===== src/rtl/opaddr_pkg.sv =====
package opaddr_pkg;
  typedef enum logic [2:0] {
    AM_DIRECT        = 3'd0,
    AM_REG_IND       = 3'd1,
    AM_BASED         = 3'd2,
    AM_INDEXED       = 3'd3,
    AM_BASE_IDX      = 3'd4,
    AM_BASE_IDX_DISP = 3'd5
  } am_mode_e;

  localparam int PTR_BX = 0;
  localparam int PTR_BP = 1;
  localparam int PTR_SI = 2;
  localparam int PTR_DI = 3;
endpackage


===== src/rtl/opaddr_ea_calc.sv =====
module opaddr_ea_calc
  import opaddr_pkg::*;
#(
  parameter int OFS_W   = 16,
  parameter int SHORT_W = 8
) (
  input  logic [2:0]       mode,
  input  logic             base_sel,
  input  logic             idx_sel,
  input  logic [1:0]       ind_sel,
  input  logic             disp_wide,
  input  logic [OFS_W-1:0] disp,
  input  logic [OFS_W-1:0] bx,
  input  logic [OFS_W-1:0] bp,
  input  logic [OFS_W-1:0] si,
  input  logic [OFS_W-1:0] di,
  output logic [OFS_W-1:0] ea,
  output logic             use_bp
);
  localparam int EXT_W = OFS_W - SHORT_W;

  logic [OFS_W-1:0] disp_ext;
  logic [OFS_W-1:0] base_v;
  logic [OFS_W-1:0] idx_v;
  logic [OFS_W-1:0] ind_v;
  logic [OFS_W-1:0] term_a;
  logic [OFS_W-1:0] term_b;
  logic [OFS_W-1:0] term_c;
  am_mode_e         m;

  always_comb begin
    disp_ext = disp_wide ? disp : {{EXT_W{disp[SHORT_W-1]}}, disp[SHORT_W-1:0]};
    base_v   = base_sel ? bp : bx;
    idx_v    = idx_sel ? di : si;
    case (int'(ind_sel))
      PTR_BX:  ind_v = bx;
      PTR_BP:  ind_v = bp;
      PTR_SI:  ind_v = si;
      default: ind_v = di;
    endcase
  end

  always_comb begin
    m      = am_mode_e'(mode);
    term_a = '0;
    term_b = '0;
    term_c = '0;
    use_bp = 1'b0;
    case (m)
      AM_REG_IND: begin
        term_a = ind_v;
        use_bp = (int'(ind_sel) == PTR_BP);
      end
      AM_BASED: begin
        term_a = base_v;
        term_c = disp_ext;
        use_bp = base_sel;
      end
      AM_INDEXED: begin
        term_b = idx_v;
        term_c = disp_ext;
      end
      AM_BASE_IDX: begin
        term_a = base_v;
        term_b = idx_v;
        use_bp = base_sel;
      end
      AM_BASE_IDX_DISP: begin
        term_a = base_v;
        term_b = idx_v;
        term_c = disp_ext;
        use_bp = base_sel;
      end
      default: term_c = disp_ext;
    endcase
    ea = term_a + term_b + term_c;
  end
endmodule


===== src/rtl/opaddr_pa_calc.sv =====
module opaddr_pa_calc #(
  parameter int OFS_W     = 16,
  parameter int SEG_SHIFT = 4,
  parameter int PA_W      = 20
) (
  input  logic [OFS_W-1:0] ea,
  input  logic             use_bp,
  input  logic [OFS_W-1:0] ds,
  input  logic [OFS_W-1:0] ss,
  output logic [PA_W-1:0]  pa
);
  logic [OFS_W-1:0] seg;
  logic [PA_W-1:0]  seg_base;

  always_comb begin
    seg      = use_bp ? ss : ds;
    seg_base = PA_W'(seg) << SEG_SHIFT;
    pa       = seg_base + PA_W'(ea);
  end
endmodule


===== src/rtl/opaddr_out_stage.sv =====
module opaddr_out_stage #(
  parameter int W       = 37,
  parameter bit REG_OUT = 1'b1
) (
  input  logic         clk,
  input  logic         rst_n,
  input  logic         in_valid,
  output logic         in_ready,
  input  logic [W-1:0] in_data,
  output logic         out_valid,
  input  logic         out_ready,
  output logic [W-1:0] out_data
);
  generate
    if (REG_OUT) begin : g_reg
      logic         v_q;
      logic [W-1:0] d_q;
      always_ff @(posedge clk or negedge rst_n) begin
        if (!rst_n) begin
          v_q <= 1'b0;
          d_q <= '0;
        end else if (in_valid && in_ready) begin
          v_q <= 1'b1;
          d_q <= in_data;
        end else if (out_ready) begin
          v_q <= 1'b0;
        end
      end
      assign in_ready  = !v_q || out_ready;
      assign out_valid = v_q;
      assign out_data  = d_q;
    end else begin : g_wire
      assign in_ready  = out_ready;
      assign out_valid = in_valid;
      assign out_data  = in_data;
    end
  endgenerate
endmodule


===== src/rtl/operand_addr_gen.sv =====
module operand_addr_gen #(
  parameter int OFS_W     = 16,
  parameter int SHORT_W   = 8,
  parameter int SEG_SHIFT = 4,
  parameter int PA_W      = 20,
  parameter bit REG_OUT   = 1'b1
) (
  input  logic             clk,
  input  logic             rst_n,
  input  logic             in_valid,
  output logic             in_ready,
  input  logic [2:0]       in_mode,
  input  logic             in_base_sel,
  input  logic             in_idx_sel,
  input  logic [1:0]       in_ind_sel,
  input  logic             in_disp_wide,
  input  logic [OFS_W-1:0] in_disp,
  input  logic [OFS_W-1:0] in_bx,
  input  logic [OFS_W-1:0] in_bp,
  input  logic [OFS_W-1:0] in_si,
  input  logic [OFS_W-1:0] in_di,
  input  logic [OFS_W-1:0] in_ds,
  input  logic [OFS_W-1:0] in_ss,
  output logic             out_valid,
  input  logic             out_ready,
  output logic [OFS_W-1:0] out_ea,
  output logic [PA_W-1:0]  out_pa,
  output logic             out_stack_seg
);
  localparam int RES_W = OFS_W + PA_W + 1;

  logic [OFS_W-1:0] ea_c;
  logic             use_bp_c;
  logic [PA_W-1:0]  pa_c;
  logic [RES_W-1:0] res_in;
  logic [RES_W-1:0] res_out;

  opaddr_ea_calc #(.OFS_W(OFS_W), .SHORT_W(SHORT_W)) u_ea (
    .mode(in_mode), .base_sel(in_base_sel), .idx_sel(in_idx_sel),
    .ind_sel(in_ind_sel), .disp_wide(in_disp_wide), .disp(in_disp),
    .bx(in_bx), .bp(in_bp), .si(in_si), .di(in_di),
    .ea(ea_c), .use_bp(use_bp_c)
  );

  opaddr_pa_calc #(.OFS_W(OFS_W), .SEG_SHIFT(SEG_SHIFT), .PA_W(PA_W)) u_pa (
    .ea(ea_c), .use_bp(use_bp_c), .ds(in_ds), .ss(in_ss), .pa(pa_c)
  );

  assign res_in = {use_bp_c, pa_c, ea_c};

  opaddr_out_stage #(.W(RES_W), .REG_OUT(REG_OUT)) u_out (
    .clk(clk), .rst_n(rst_n),
    .in_valid(in_valid), .in_ready(in_ready), .in_data(res_in),
    .out_valid(out_valid), .out_ready(out_ready), .out_data(res_out)
  );

  assign out_ea        = res_out[OFS_W-1:0];
  assign out_pa        = res_out[OFS_W +: PA_W];
  assign out_stack_seg = res_out[RES_W-1];
endmodule


===== config.mk =====
export PLATFORM = sky130hd
export DESIGN_NAME = operand_addr_gen
export DESIGN_NICKNAME = d
export VERILOG_FILES = /design/src/rtl/opaddr_pkg.sv /design/src/rtl/opaddr_ea_calc.sv /design/src/rtl/opaddr_pa_calc.sv /design/src/rtl/opaddr_out_stage.sv /design/src/rtl/operand_addr_gen.sv
export SDC_FILE = /design/constraint.sdc
export NUM_CORES = 1
export LEC_CHECK = 0
export BUFFER_PORTS_ARGS = -buffer_cell sky130_fd_sc_hd__buf_2
export CAP_MARGIN = 25
export CORE_AREA = 2 2 99 101
export CTS_CLUSTER_DIAMETER = 80
export DETAILED_ROUTE_END_ITERATION = 6
export DIE_AREA = 0 0 101 103
export PLACE_DENSITY = 0.79
export SLEW_MARGIN = 20
export SYNTH_ARGS = -nofsm -noshare
export SYNTH_HDL_FRONTEND = slang
export SYNTH_HIERARCHICAL = 1
export SYNTH_SLANG_ARGS = --single-unit

===== constraint.sdc =====
create_clock -name clk -period 1.8 [get_ports clk]
set_clock_uncertainty 0.2 [all_clocks]
set_input_delay 0.09 -clock clk [delete_from_list [all_inputs] [get_ports clk]]
set_output_delay 0.09 -clock clk [all_outputs]
set_load 0.1 [all_outputs]

; After elaboration in Yosys (flattened, before gate mapping)
; Index checks and enable logic that the tools add are counted.
; W data, S select, Z words.
[totals]
word_cells = 32
out_inout_bits = 39
ff_bits = 38
[op_classes]
reduce_logical = 8
addsub = 3
muxes = 11
eq_ne = 8
[op_table]
columns = operator, n
row1 = $mux W16, 6
row2 = $pmux W16 S3, 1
row3 = $add A16 B16 Y16, 2
row4 = $pmux W16 S2, 1
row5 = $add A20 B16 Y20, 1
row6 = $eq A3 B2 Y1 const B, 2
row7 = $eq A3 B3 Y1 const B, 2
row8 = $reduce_or A3 Y1, 2
row9 = $eq A2 B2 Y1 const B, 2
row10 = $eq A3 B1 Y1 const B, 1
row11 = $eq A2 B1 Y1 const B, 1
row12 = $logic_not A2 Y1, 1
row13 = $mux W1, 2
row14 = $pmux W1 S2, 1
row15 = $reduce_bool A2 Y1, 1
row16 = $reduce_or A2 Y1, 1
row17 = $logic_and A1 B1 Y1, 1
row18 = $logic_not A1 Y1, 1
row19 = $logic_or A1 B1 Y1, 1

; Longest topological paths before layout
; Gate-level depths: netlist of run 1.
[logic_depth]
ltp_word = 6
mapped_depth = 24

; Modules after synthesis
; The synthesis of run 1 kept the hierarchy.
[modules_own_cells]
columns = mod, n_inst, seq_area_each_um2, area_each_um2, cells_per_inst
row1 = opaddr_ea_calc, 1, 0.0, 2257.2, 280
row2 = opaddr_out_stage, 1, 950.9, 1572.8, 81
row3 = opaddr_pa_calc, 1, 0.0, 863.3, 106

; Least setup slack after synthesis of run 1
; Ideal clock, no wire load.
[synth_path]
path_type = input port to flip-flop
startpoint = in in_ind_sel[0]
endpoint = reg u_out.g_reg.d_q[32], in the netlist u_out/out_data[32]
setup_slack_ns = -3.047
t_required_ns = 1.474
stages = 22
arrival_time_ns = 4.521
path_buffers = 1
path_cell_list = buf_6 mux4_1 a21oi_1 fa_1 inv_1 ha_1 inv_1 fa_1 nor2b_1 o211ai_1 a21boi_1 o21ai_1 a31oi_1 xor2_1 ha_1 and3_1 nand3_1 o211ai_1 a41o_1 a2111oi_0 nor3_1 mux2_2
[synth_between]
elab_chain_len = 6
[synth_lines]
columns = item, line
row1 = from (decl), operand_addr_gen.sv:15  ; input logic [1:0] in_ind_sel,
row2 = $eq A2 B2 Y1 (tied with other cells), opaddr_ea_calc.sv:35  ; case (int'(ind_sel))
row3 = $pmux W16 S3 (*), opaddr_ea_calc.sv:35
row4 = $pmux W16 S2 (*), opaddr_ea_calc.sv:49  ; case (m)
row5 = $add A16 B16 Y16 (*) (2 in a row), opaddr_ea_calc.sv:76  ; ea = term_a + term_b + term_c;
row6 = net ea_c[11], operand_addr_gen.sv:32  ; logic [OFS_W-1:0] ea_c;
row7 = $add A20 B16 Y20 (*), opaddr_pa_calc.sv:18  ; pa = seg_base + PA_W'(ea);
row8 = net pa_c[16], operand_addr_gen.sv:34  ; logic [PA_W-1:0] pa_c;
row9 = to (signal assigned), opaddr_out_stage.sv:24  ; d_q <= in_data;
row10 = to (decl), opaddr_out_stage.sv:17  ; logic [W-1:0] d_q;
; Mark *: on every way through the listed nets, which the timed path passes. The rest lies on a longest branch.
; A chain may end at the register's enable or synchronous reset.

; Worst setup path after layout of run 1
; Same ends and word-level chain as after synthesis.

==> results of run 1 <==
layout by cell type, fill, tap and decap left out, drive strengths merged, types with 2 or more instances in the layout:
| master | Yosys | final |
|---|---|---|
| xor2 | 9 | 9 |
| and2b | 2 | 2 |
| buf | 16 | 293 |
| nand4 | 3 | 3 |
| o31ai | 2 | 2 |
| clkbuf | 9 | 8 |
| nand3 | 3 | 3 |
| nand2 | 57 | 57 |
| dfrtp | 38 | 38 |
| or2b | 2 | 2 |
| mux2i | 22 | 22 |
| a21o | 8 | 8 |
| o21a | 5 | 5 |
| o21ai | 14 | 14 |
| nor2 | 30 | 30 |
| inv | 34 | 34 |
| a21boi | 2 | 2 |
| nor3b | 2 | 2 |
| and3 | 2 | 2 |
| mux4 | 16 | 16 |
| a211oi | 2 | 2 |
| nand2b | 3 | 3 |
| a21oi | 37 | 37 |
| mux2 | 62 | 62 |
| fa | 17 | 17 |
| ha | 26 | 26 |
| a31oi | 2 | 2 |
| o211ai | 2 | 2 |
| xnor2 | 16 | 16 |
| dlygate4sd3 | 0 | 2 |
| nor2b | 4 | 4 |
| a32oi | 2 | 2 |
| and2 | 3 | 3 |
worst register-to-register path, delay by kind of cell (launching register included):
kind                   cells  cell delay [ns]
multiplexers               1             0.37
buffers and inverters      1             0.20
AND/OR/NAND/NOR            2             0.16
flip-flops                 1             0.43
final timing paths:
path / startpoint / endpoint / slack [ns] / cells past startpoint
max reg2reg: u_out/out_valid / u_out/out_data[34] / 0.33 / 4
max: in_ind_sel[0] / u_out/out_data[32] / -2.72 / 20
min in group asynchronous: rst_n / u_out/out_data[31] / 0.03 / 2
min reg2reg: u_out/out_data[0] / u_out/out_data[0] / 0.31 / 1
min: out_ready / u_out/out_valid / 0.007 / 3
max in group asynchronous: rst_n / u_out/out_data[17] / 0.83 / 3
power groups by stage:
stage	Clock (mW)	Combinational [mW]	Sequential (mW)
floorplan	0	2.87	4.36
global placement	0	7.34	1.49
detailed placement	0	7.49	1.51
CTS	0.747	8.23	1.50
global route	0.775	9.63	1.55
finish	0.737	9.21	1.51
repair_timing:
item,CTS,global route
setup buffers,30,30
pin swaps,53,66
gates cloned,0,0
gates resized for setup,79,80
endpoints found under the setup margin,35,34
hold buffers,2,0
hold endpoints to repair,39,0
flip-flops by register name (all words and copies together), names as in the netlist:
| signal | cells |
|---|---|
| u_out/out_data | 37 |
| u_out/out_valid | 1 |
stage by stage:
| stage | util, % | worst slack (ns) | instance area [sq um] | std cells |
|---|---|---|---|---|
| finish | 79.31 | -2.717 | 7502 | 860 |
| global route | 79.31 | -2.981 | 7502 | 860 |
| CTS | 74.38 | -2.696 | 7036 | 845 |
| detailed placement | 66.75 | -3.176 | 6314 | 807 |
| global placement | 66.75 | -3.019 | 6314 | 807 |
| floorplan | - | -2.758 | 4876 | 467 |
layout make-up:
| type | instances | area share (%) |
|---|---|---|
| repair buffers | 296 | 26.68 |
| clock buffers | 7 | 1.017 |
| well taps | 114 | 1.901 |
| flip-flops and latches | 38 | 12.73 |
| inverters | 34 | 1.734 |
| clock inverters | 1 | 0.4003 |
| multi-input cells | 370 | 55.54 |
cell usage after synthesis (3+ instances only):
cell	number	area share, %
a21o_1	7	1.1
a21oi_1	36	3.8
and2_1	3	0.40
buf_12	3	1.3
buf_2	4	0.43
buf_4	5	0.80
clkbuf_1	8	0.64
dfrtp_1	38	20
fa_1	17	7.3
ha_1	26	6.9
inv_1	34	2.7
mux2_2	32	7.7
mux2_4	30	9.6
mux2i_1	22	4.7
mux4_1	4	2.2
mux4_2	12	5.8
nand2_1	55	4.4
nand3_1	3	0.32
nand4_1	3	0.40
nor2_1	29	2.3
nor2b_1	3	0.40
o21a_1	5	0.80
o21ai_0	7	0.75
o21ai_1	7	0.75
xnor2_1	16	3.0
xor2_1	9	1.7
cells by family (layout without fill, tap and decap cells):
kind of cell,Yosys count,after routing,synth area share (%)
and+or+nand+nor,117,117,12.18
muxes,100,100,29.97
AOI/OAI and AO/OA,84,84,11.65
buffers and inverters,59,338,6.612
adders and majority gates,43,43,14.18
DFF,38,38,20.26
xor gates and xnor gates,26,26,5.145
layer usage:
layer	track usage (%)	vias to the layer above
met5	0	-
met4	7.069	0
met3	2.780	44
met2	48.92	218
met1	31.82	2286
li1	-	2199
==> results.env, run 1 <==
OUTCOME='complete, but fails checks'
VIOLATIONS='negative setup slack'
NET_COUNT_AFTER_SYNTHESIS=634
MIN_PATH_TYPE='in -> reg'
YOSYS_MOST_USED_DFF='dfrtp_1'
DRT_PASS1_ITERATIONS=5
NETSWITCHINGPOWER_mW=6.266
DETAIL_ROUTE.WL_PER_CELL_MICRONS=17.47
GP_CONGESTION=0.8924
DIODES=0
CRIT_BUF_INV=3
SETUP_WS_NS=-2.717
SEQUENTIAL_CELL_AREA_IN_THE_FINAL_LAYOUT_SQ_UM=954.7
FINAL_HOLD_VIOL_COUNT=0
TIMING.SETUP.CRITICAL_PATH_CLASS='in -> reg'
SETUP_TNS_NS=-54.22
TOP_LEVEL_PORTS=163
PERIOD_SHARE_PCT=251.0
FIN_HOLD_WS_NS=0.007053
YOSYSWARNINGS=6
GR-USAGE-ALL-LAYERS_PCT=26.06
NETSWITCHINGFRACTION_PCT=54.71
WORST_SKEW_PAIR.LATE_LATENCY_NS=0.30
WORST_SETUP_PATH_END_KIND='flop'
BUFFER_PORTS.INSERTED=162
DETAIL_ROUTE.VIAS_PER_CELL=5.520
SHARE_SEQ_OF_TOTAL_POWER_PCT=13.2
MULTI_INPUT_AREA_SQ_MM=0.004167
ROOT_BUFFER='clkbuf_8'
MET3ROUTEDLENGTH_MICRONS=828
CP.ARRIVAL_NS=4.57
N_FILL_CELL=564
CP.REQUIRED_NS=1.85
FLOORPLAN.ROWS=36
MET2_WIRELENGTH_MM=7.858
POWER.TOTAL_mW=11.45
CORE_AREA_SQ_MM=0.009459
NETLIST-CELL-TYPE-COUNT=66
CRITICAL_PATH.CELL_CHAIN='buf_8 > buf_6 > mux4_2 > a21oi_2 > fa_2 > fa_2 > nor2b_4 > o211ai_1 > a21boi_2 > o21ai_2 > a31oi_1 > xor2_1 > ha_1 > a21oi_2 > o211ai_1 > a41o_1 > buf_4 > and4_1 > nor3_2 > mux2_4'
REMAINING_DRC_ERRORS=0
ROUTE.VIAS.TOTAL=4747
FINAL-MAX-SLEW-VIOLATION-COUNT=0
DR.MAX_LAYER_USED='met4'
SHARE_OF_LAYOUT_CELLS_ABOVE_DRIVE_STRENGTH_1_PCT=67.96
FIRST_GLOBAL_VIAS=4830
POST_SYNTH.CELL_AREA_AVG_SQ_UM=10.05
POWER.SHARE.CLOCK_PCT=6.4
DP_HPWL_MM=10.57
WORST_PATH_DOMINANT_CELL_FAMILY='compound AO/OA/AOI/OAI gates'
LEAKAGE_nW=3.709
CTS_TREE='done'
CTS.SINKS=38
SLOWEST_STAGE='mux4_2'
SLEW-LIMIT-HEADROOM_PCT=59.16
VDD_IR_DROP_MAX_mV=1.004
REPORT.FINAL.SETUP_VIOL=34
DIE_HEIGHT_MICRONS=103
START_KIND='input port'
POWER_DENSITY_mW_PER_MM2=1527
SYNTH_SEQUENTIAL_AREA_RATIO_PCT=20.26
TIMING.FMAX_GHz=0.2214
CTSLONGESTPATHBUFFERS=2
YS_FF_LATCH=38
FIN_CRIT_NS=4.517
SYN_INST=467
DIE_W_MICRONS=101
POSTROUTEWIRELENGTH_MM=15.03
ANTENNA_FOUND_INITIAL=0
SYN_TO_FINAL_GROWTH_PCT=59.85
TIMING.CRITICAL_PATH.FANOUT_MAX=4
WORST_SETUP_HOLD_PATH_CLK_SLEW_NS=0.09
DETAIL-ROUTE-ANTENNA-NETS=0
ROUTE.LAYER.MET1.WL_MM=5.951
GRT_MAX_DEGREE=23
SYNTH_EDF_COUNT=0
FLOORPLAN.DIE_AREA_SQ_MM=0.01040
GRT_OVERFLOW=0
DETAILEDROUTE.FIRSTITERATIONVIOLATIONS=134
CTS_HTREE_LEVELS=2
CTS_MADE_BUFFERS=5
DRV_CAP=0
MAPPEDNETLISTAREA_SQ_MM=0.004693
INITIAL_CORE_UTIL_PCT=49.62
ASYNCSETRESETFLOPFRACSYNTH_PCT=100.0
WORSTMARGINPINSLEW_NS=0.6062
POWER_REPORT.INTERNAL_TOTAL_mW=5.187
RSZ0062_AT_GRT='yes'
POWER_FRAC_COMB_PCT=80.4
CRITICAL_PATH.MAX_STAGE_DELAY_NS=0.50
WIRE_LENGTH_OF_THE_FIRST_GLOBAL_ROUTING_PASS_MM=22.00
DESIGN.FINAL.NETS=912
Power figures use the tool's default switching activity.
==> run 2, diff against run 1 <==
Settings changed: CTS_BUF_LIST set to sky130_fd_sc_hd__clkbuf_16, PLACE_DENSITY 0.79 to 0.8.
==> results.env, run 2 (same netlist as run 1, synthesis figures left out) <==
OUTCOME='complete, but fails checks'  # unchanged
VIOLATIONS='negative setup slack'  # unchanged
VDD_IR_DROP_MAX_mV=1.033  # was 1.004 mV
DETAIL-ROUTE-ANTENNA-NETS=0  # unchanged
SHARE_OF_LAYOUT_CELLS_ABOVE_DRIVE_STRENGTH_1_PCT=66.26  # was 67.96%
CTS_TREE='done'  # unchanged
LAYOUT.CELLS.MOST_COMMON='buf_2'  # unchanged
WORST_SETUP_PATH_END_KIND='flop'  # unchanged
CP.ARRIVAL_NS=4.59  # was 4.57 ns
FLOORPLAN.ROWS=36  # unchanged
CTSLONGESTPATHBUFFERS=2  # unchanged
REMAINING_DRC_ERRORS=0  # unchanged
ROUTE.VIAS.TOTAL=4787  # was 4747
FINAL_CELL_MIX='buf_2, buf_4, nand2_1'  # unchanged
DIODES=0  # unchanged
LEAKAGE_nW=3.726  # was 3.709 nW
FIN_CRIT_NS=4.620  # was 4.517 ns
POST-ROUTE-CELL-AREA_SQ_MM=0.007465  # was 0.007502 sq mm
RR_WORST_DEPTH=4  # unchanged
WORST_SETUP_HOLD_PATH_CLK_SLEW_NS=0.05  # was 0.09 ns
DESIGN.FINAL.NETS=910  # was 912
GR-USAGE-ALL-LAYERS_PCT=28.18  # was 26.06%
CORE_AREA_SQ_MM=0.009459  # unchanged
FIRST_GLOBAL_VIAS=4940  # was 4830
CTS_HTREE_LEVELS=2  # unchanged
TIMING.FMAX_GHz=0.2165  # was 0.2214 GHz
DETAIL_ROUTE.VIAS_PER_CELL=5.579  # was 5.520
START_KIND='input port'  # unchanged
FLOORPLAN.DIE_AREA_SQ_MM=0.01040  # unchanged
ROOT_BUFFER='clkbuf_16'  # was clkbuf_8
ANTENNA_FOUND_INITIAL=0  # unchanged
DP_SLACK_NS=-3.186  # was -3.176 ns
DETAIL_ROUTE.WL_PER_CELL_MICRONS=17.83  # was 17.47 microns
CP.REQUIRED_NS=1.77  # was 1.85 ns
FINAL_HOLD_VIOL_COUNT=0  # unchanged
DIE_W_MICRONS=101  # unchanged
REPORT.FINAL.SETUP_VIOL=34  # unchanged
BUFFER_PORTS.INSERTED=162  # unchanged
WORSTMARGINPINSLEW_NS=0.4951  # was 0.6062 ns
TIMING.SETUP.CRITICAL_PATH_CLASS='in -> reg'  # unchanged
MIN_PATH_TYPE='in -> reg'  # unchanged
POWER.TOTAL_mW=11.52  # was 11.45 mW
HOLDPATHSTAGES=3  # unchanged
GRT_MAX_DEGREE=20  # was 23
SLEW-LIMIT-HEADROOM_PCT=67.22  # was 59.16%
PERIOD_SHARE_PCT=256.7  # was 251.0%
TIMING.CRITICAL_PATH.FANOUT_MAX=4  # unchanged
SETUP_WS_NS=-2.820  # was -2.717 ns
WORST_SKEW_PAIR.LATE_LATENCY_NS=0.28  # was 0.30 ns
POWER_DENSITY_mW_PER_MM2=1543  # was 1527 mW/mm^2
MAX_REG_FLOPS=37  # unchanged
WIRE_LENGTH_OF_THE_FIRST_GLOBAL_ROUTING_PASS_MM=23.23  # was 22.00 mm
DRT_PASS1_ITERATIONS=5  # unchanged
DP_HPWL_MM=10.80  # was 10.57 mm
INITIAL_CORE_UTIL_PCT=49.62  # unchanged
POST-ROUTE-UTIL_PCT=78.92  # was 79.31%
CTS.SINKS=38  # unchanged
GP_CONGESTION=0.8873  # was 0.8924
CTS_MADE_BUFFERS=5  # unchanged
TOP_LEVEL_PORTS=163  # unchanged
POSTROUTEWIRELENGTH_MM=15.30  # was 15.03 mm
FINAL-MAX-SLEW-VIOLATION-COUNT=0  # unchanged
SYN_TO_FINAL_GROWTH_PCT=59.05  # was 59.85%
GRT_OVERFLOW=0  # unchanged
RSZ0062_AT_GRT='yes'  # unchanged
SETUP_TNS_NS=-56.19  # was -54.22 ns
DRV_CAP=0  # unchanged
PLACEDINSTANCEAREA_SQ_MM=0.006326  # was 0.006314 sq mm
DIE_HEIGHT_MICRONS=103  # unchanged
DETAILEDROUTE.FIRSTITERATIONVIOLATIONS=144  # was 134
run 2: changes by cell type in the layout (fill, tap and decap cells not counted), sizes merged:
cell and delta:
buf -1, bufinv -1, clkbuf -3, clkinv +2, inv +1
run 2: through the flow:
stage	hold WS (ns)	cells
after global routing	0.04036	858
final	0.02345	858
after floorplan	-0.4056	467
after CTS	0.02726	844
after global placement	-0.1523	807
after detailed placement	-0.1521	807
run 2: worst paths after layout:
check	endpoint	slack [ns]	startpoint
worst max-delay path	u_out/out_data[35]	-2.82	in_ind_sel[0]
worst min register to register	u_out/out_data[34]	0.31	u_out/out_data[34]
min in group asynchronous	u_out/out_data[31]	0.08	rst_n
worst max register to register	u_out/out_data[34]	0.24	u_out/out_valid
max in group asynchronous	u_out/out_data[2]	0.78	rst_n
worst min-delay path	u_out/out_valid	0.02	out_ready
run 2: layout make-up:
class	count	area (sq um)
well taps	114	142.6
clock buffers	5	125.1
clock inverters	3	12.51
flip-flops and latches	38	954.7
repair buffers	294	2009
inverters	34	127.6
multi-input cells	370	4093
fillers	557	1994
run 2: critical path, stage by stage:
cell,delay (ns)
buf_8,0.08
mux4_2,0.50
a21oi_2,0.16
fa_1,0.44
inv_2,0.08
ha_4,0.12
inv_2,0.03
fa_2,0.37
nor2b_2,0.15
o211ai_1,0.13
a21boi_2,0.19
buf_4,0.14
nor2_4,0.04
o21bai_1,0.14
xor2_1,0.24
ha_2,0.24
a21o_1,0.17
a21o_1,0.18
o2111ai_4,0.16
a211oi_4,0.39
a32oi_2,0.11
xor2_1,0.16
mux2_4,0.27
run 2: where the power goes:
group	internal [mW]	total, mW	switching [mW]
Combinational	3.45	9.16	5.70
Clock	0.501	0.851	0.350
Sequential	1.26	1.51	0.248
run 2: what timing repair did:
action                                  CTS  global route
endpoints found under the hold margin    39             0
setup buffers                            30            18
gates resized for setup                 105            37
pin swaps                                63            42
gates cloned                              0             0
hold buffers                              2             0
endpoints found under the setup margin   35            34
run 2: layer usage:
metal	wire, microns	GRT usage [%]	up-vias
li1	-	-	2201
met1	5885	32.58	2308
met2	7949	53.08	238
met3	1001	3.864	40
met4	463	10.40	0
met5	0	0	-
